<file path="src/rtl/prienc_pkg.sv">
package prienc_pkg;
  // Default number of request lines per encoder unit.
  localparam int unsigned UNIT_REQS = 8;
  // Number of units joined in the top-level chain.
  localparam int unsigned CHAIN_LEN = 2;
endpackage

</file>
<file path="src/rtl/prio_pick.sv">
module prio_pick #(
  parameter int unsigned N = 8,
  localparam int unsigned W = $clog2(N)
) (
  input  logic [N-1:0] req,
  output logic [W-1:0] idx,
  output logic         any
);
  // Scan from low to high so that a higher active index overwrites a lower one.
  always_comb begin
    idx = '0;
    any = |req;
    for (int k = 0; k < N; k++) begin
      if (req[k]) idx = W'(k);
    end
  end
endmodule

</file>
<file path="src/rtl/out_stage.sv">
module out_stage #(
  parameter int unsigned W = 3
) (
  input  logic         en_n,
  input  logic         any,
  input  logic [W-1:0] idx,
  output logic [W-1:0] code_n,
  output logic         hit_n,
  output logic         pass_n
);
  logic live;

  always_comb begin
    live   = !en_n && any;
    code_n = live ? ~idx : '1;
    hit_n  = !live;
    pass_n = en_n || any;
  end
endmodule

</file>
<file path="src/rtl/prienc_unit.sv">
module prienc_unit #(
  parameter int unsigned N = prienc_pkg::UNIT_REQS,
  localparam int unsigned W = $clog2(N)
) (
  input  logic         en_n,
  input  logic [N-1:0] req_n,
  output logic [W-1:0] code_n,
  output logic         hit_n,
  output logic         pass_n
);
  logic [N-1:0] req;
  logic [W-1:0] idx;
  logic         any;

  assign req = ~req_n;

  prio_pick #(.N(N)) u_pick (
    .req (req),
    .idx (idx),
    .any (any)
  );

  out_stage #(.W(W)) u_out (
    .en_n   (en_n),
    .any    (any),
    .idx    (idx),
    .code_n (code_n),
    .hit_n  (hit_n),
    .pass_n (pass_n)
  );

  logic [W-1:0] win;
  logic         above_busy;

  always_comb begin
    win        = ~code_n;
    above_busy = 1'b0;
    for (int k = 0; k < N; k++) begin
      if (k > int'(win) && !req_n[k]) above_busy = 1'b1;
    end

    if (en_n) begin
      r2_off_chk: assert (code_n == '1 && hit_n && pass_n)
        else $error("unit outputs not parked while disabled");
    end

    if (!pass_n) begin
      r5_idle_chk: assert (hit_n && code_n == '1 && req_n == '1)
        else $error("idle flag with pending request");
    end

    if (!hit_n) begin
      r1_win_chk: assert (!req_n[win] && !above_busy)
        else $error("reported winner is not the top request");
    end
  end
endmodule

</file>
<file path="src/rtl/prienc_cascade16.sv">
module prienc_cascade16 #(
  parameter int unsigned UNIT_N = prienc_pkg::UNIT_REQS,
  localparam int unsigned UNITS  = prienc_pkg::CHAIN_LEN,
  localparam int unsigned TOTAL  = UNITS * UNIT_N,
  localparam int unsigned UW     = $clog2(UNIT_N)
) (
  input  logic             en_in_n,
  input  logic [TOTAL-1:0] req_n,
  output logic [UW:0]      code_n,
  output logic             hit_n,
  output logic             pass_n
);
  logic [UNITS:0]  en_chain;
  logic [UW-1:0]   u_code [UNITS];
  logic [UNITS-1:0] u_hit;

  assign en_chain[UNITS] = en_in_n;

  for (genvar u = 0; u < UNITS; u++) begin : g_unit
    prienc_unit #(.N(UNIT_N)) u_enc (
      .en_n   (en_chain[u+1]),
      .req_n  (req_n[u*UNIT_N +: UNIT_N]),
      .code_n (u_code[u]),
      .hit_n  (u_hit[u]),
      .pass_n (en_chain[u])
    );
  end

  assign code_n[UW]     = u_hit[1];
  assign code_n[UW-1:0] = u_code[1] & u_code[0];
  assign hit_n          = &u_hit;
  assign pass_n         = en_chain[0];

  logic [UW:0] top_win;

  always_comb begin
    top_win = ~code_n;

    if (!pass_n) begin
      r7_chain_chk: assert (!en_in_n && req_n == '1)
        else $error("chain idle flag with pending request");
    end

    if (!hit_n) begin
      r6_top_chk: assert (!req_n[top_win] && pass_n)
        else $error("chain winner not an active request");
    end
  end
endmodule

</file>
<file path="config.mk">
export PLATFORM = sky130hd
export DESIGN_NAME = prienc_cascade16
export DESIGN_NICKNAME = d
export VERILOG_FILES = /design/src/rtl/prienc_pkg.sv /design/src/rtl/prio_pick.sv /design/src/rtl/out_stage.sv /design/src/rtl/prienc_unit.sv /design/src/rtl/prienc_cascade16.sv
export SDC_FILE = /design/constraint.sdc
export NUM_CORES = 1
export LEC_CHECK = 0
export BUFFER_PORTS_ARGS = -buffer_cell sky130_fd_sc_hd__buf_2
export CAP_MARGIN = 20
export CORE_AREA = 2 2 39 41
export DETAILED_ROUTE_END_ITERATION = 7
export DIE_AREA = 0 0 41 43
export SYNTH_ARGS = -nofsm -noshare
export SYNTH_HDL_FRONTEND = slang
export SYNTH_SLANG_ARGS = --single-unit
</file>
<file path="constraint.sdc">
create_clock -name vclk -period 1.3
set_input_delay 0.13 -clock vclk [all_inputs]
set_output_delay 0.13 -clock vclk [all_outputs]
set_load 0.05 [all_outputs]
</file>
==> flow_summary.ini <==
[worst_setup_path]
worstSetupEndpointType = output port
cp.arrival_ns = 1.10
critPathLaunchType = input pin
cp_top_family = simple AND/OR/NAND/NOR gates
startpoint = req_n[11]
crit_chain = buf_2, nand4_1, nor3_2, o21ai_2, o22a_1, buf_6
cp_max_fo = 3
cp.required_ns = 1.17
cp_slowest_stage_delay_ns = 0.26
crit_slowest_cell = nor3_2
path_class = in2out
critPathBufInv = 2

[synthesis]
yosys.cell_types.count = 14
netlist.area_leader.share_pct = 13.6
syn_area_um2 = 184
yosysTopAreaCell = a31oi_1
syn-num-nets = 48
avgSynthCellArea_um2 = 5.93
ys_warn_count = 0
yosys-top-cells-area = a31oi_1, nand4_1, o21ai_0
synth_seq_area_share_pct = 0
syn_inst = 31

[floorplan]
coreArea_mm2 = 0.00138
die_h_um = 43
die_w_um = 41
rows = 14
initial_core_util_pct = 13.3
ios = 23
die-area_mm2 = 0.00176

[sta]
setup_viol = 0
tns_ns = 0
max_freq_mhz = 813
rsz0062_at_grt = false
layout_min_cycle_time_ns = 1.23
hold_violations = 0
slew_violations = 0
whs_ns = 0.723
tightest_slew_ns = 0.267
slew_headroom_pct = 82.2
min_period_over_period_pct = 94.6

[power_and_ir_drop]
vdd_drop_max_v = 0.0000807
combinationalPowerShare_pct = 100.0
switching_power_uw = 72.4
p_sw_share_pct = 59.5
p_seq_share_pct = 0
p_leak_nw = 0.164
p_clk_share_pct = 0
internal-power_uw = 49.3
power.density_mw_per_mm2 = 356

[finish]
fill_cells = 160
final_common_cell = buf_2
seq_area_um2 = 0
area_growth_pct = 85.7
nFlopsAndLatches = 0
antenna_cells = 0
instances_no_fill = 70
final_cell_mix = buf_2, nand2_1
final_nets = 73
multi_input_area_um2 = 165
clkbuf_count = 0
drive_above_1_share_pct = 55.6

[global_routing]
antenna_found_initial = 0
track_usage_pct = 7.29
grt_pass1_vias = 247
grt.overflow.total = 0
grt_start_max_net_pins = 5
grt_pass1_wl_um = 924

[route]
num_vias = 316
drt_wl_total_um = 655
drt-pass1-iter-count = 4
drc = 0
postRouteAntennaNets = 0
drtIter0Drc = 4
avgRoutedWirePerCell_um = 9.36
routed_via_density = 4.51

[place]
place.gp.congestion = 0.669
dpl.hpwl_um = 597
dp.cells = 70
io_buffers = 23

[worst_hold_path]
min_from = en_in_n
hold_path_class = in2out

[status]
status = finished clean

[job]
cap_violations = 0

[clock_network]
post_cts_buffers = 0
cell families after synthesis:
logic type	share of synthesized area, %
buffers and inverters	12.2
AO/OA/AOI/OAI	47.6
AND/OR/NAND/NOR	40.1
stage by stage:
step / cell area [um2] / util, % / worst slack (ns) / power, mW
2_1_floorplan: 188 / - / 0.195 / 0.0659
3_5_place_dp: 323 / 23.3 / 0.0374 / 0.113
3_3_place_gp: 323 / 23.3 / 0.0501 / 0.111
5_1_grt: 342 / 24.7 / 0.00232 / 0.132
4_1_cts: 323 / 23.3 / 0.0235 / 0.113
6_report: 342 / 24.7 / 0.0705 / 0.122
routing by layer:
layer  GRT usage [%]  routed length (um)  vias up
li1                -                   -      163
met1            9.49                 281      134
met2            13.4                 319       19
met3               0                  55        0
met4               0                   0        0
met5               0                   0        -
cell usage after synthesis:
master and number:
a31oi_1 4, and2_2 1, and2b_2 1, buf_4 1, inv_1 4, nand2_1 5, nand4_1 4, nor2_1 1
nor3_2 1, o21ai_0 4, o21ai_2 1, o21bai_1 2, o22a_1 1, o22a_2 1
power by group through the flow:
| stage | sequential [mW] | clock [mW] | combinational, mW |
|---|---|---|---|
| after detailed placement | 0 | 0 | 0.113 |
| after global placement | 0 | 0 | 0.111 |
| final | 0 | 0 | 0.122 |
| after floorplan | 0 | 0 | 0.0659 |
| after CTS | 0 | 0 | 0.113 |
| after global routing | 0 | 0 | 0.132 |
path summary, 6_finish.rpt:
| path | endpoint | slack [ns] | cells past startpoint |
|---|---|---|---|
| worst max-delay path | code_n[0] | 0.07 | 6 |
| worst min-delay path | code_n[2] | 0.72 | 3 |
final cells by class:
type	count	area share [%]
inverter	4	4.40
multi-input combinational	26	48.4
tap	16	5.86
timing repair buffer	24	41.4
what timing repair did:
item | CTS | global route
endpoints found under the setup margin | 0 | 3
hold buffers | 0 | 0
hold endpoints to repair | 0 | 0
gates resized for setup | 0 | 9
Note: power is estimated with default switching activity, not from simulation.
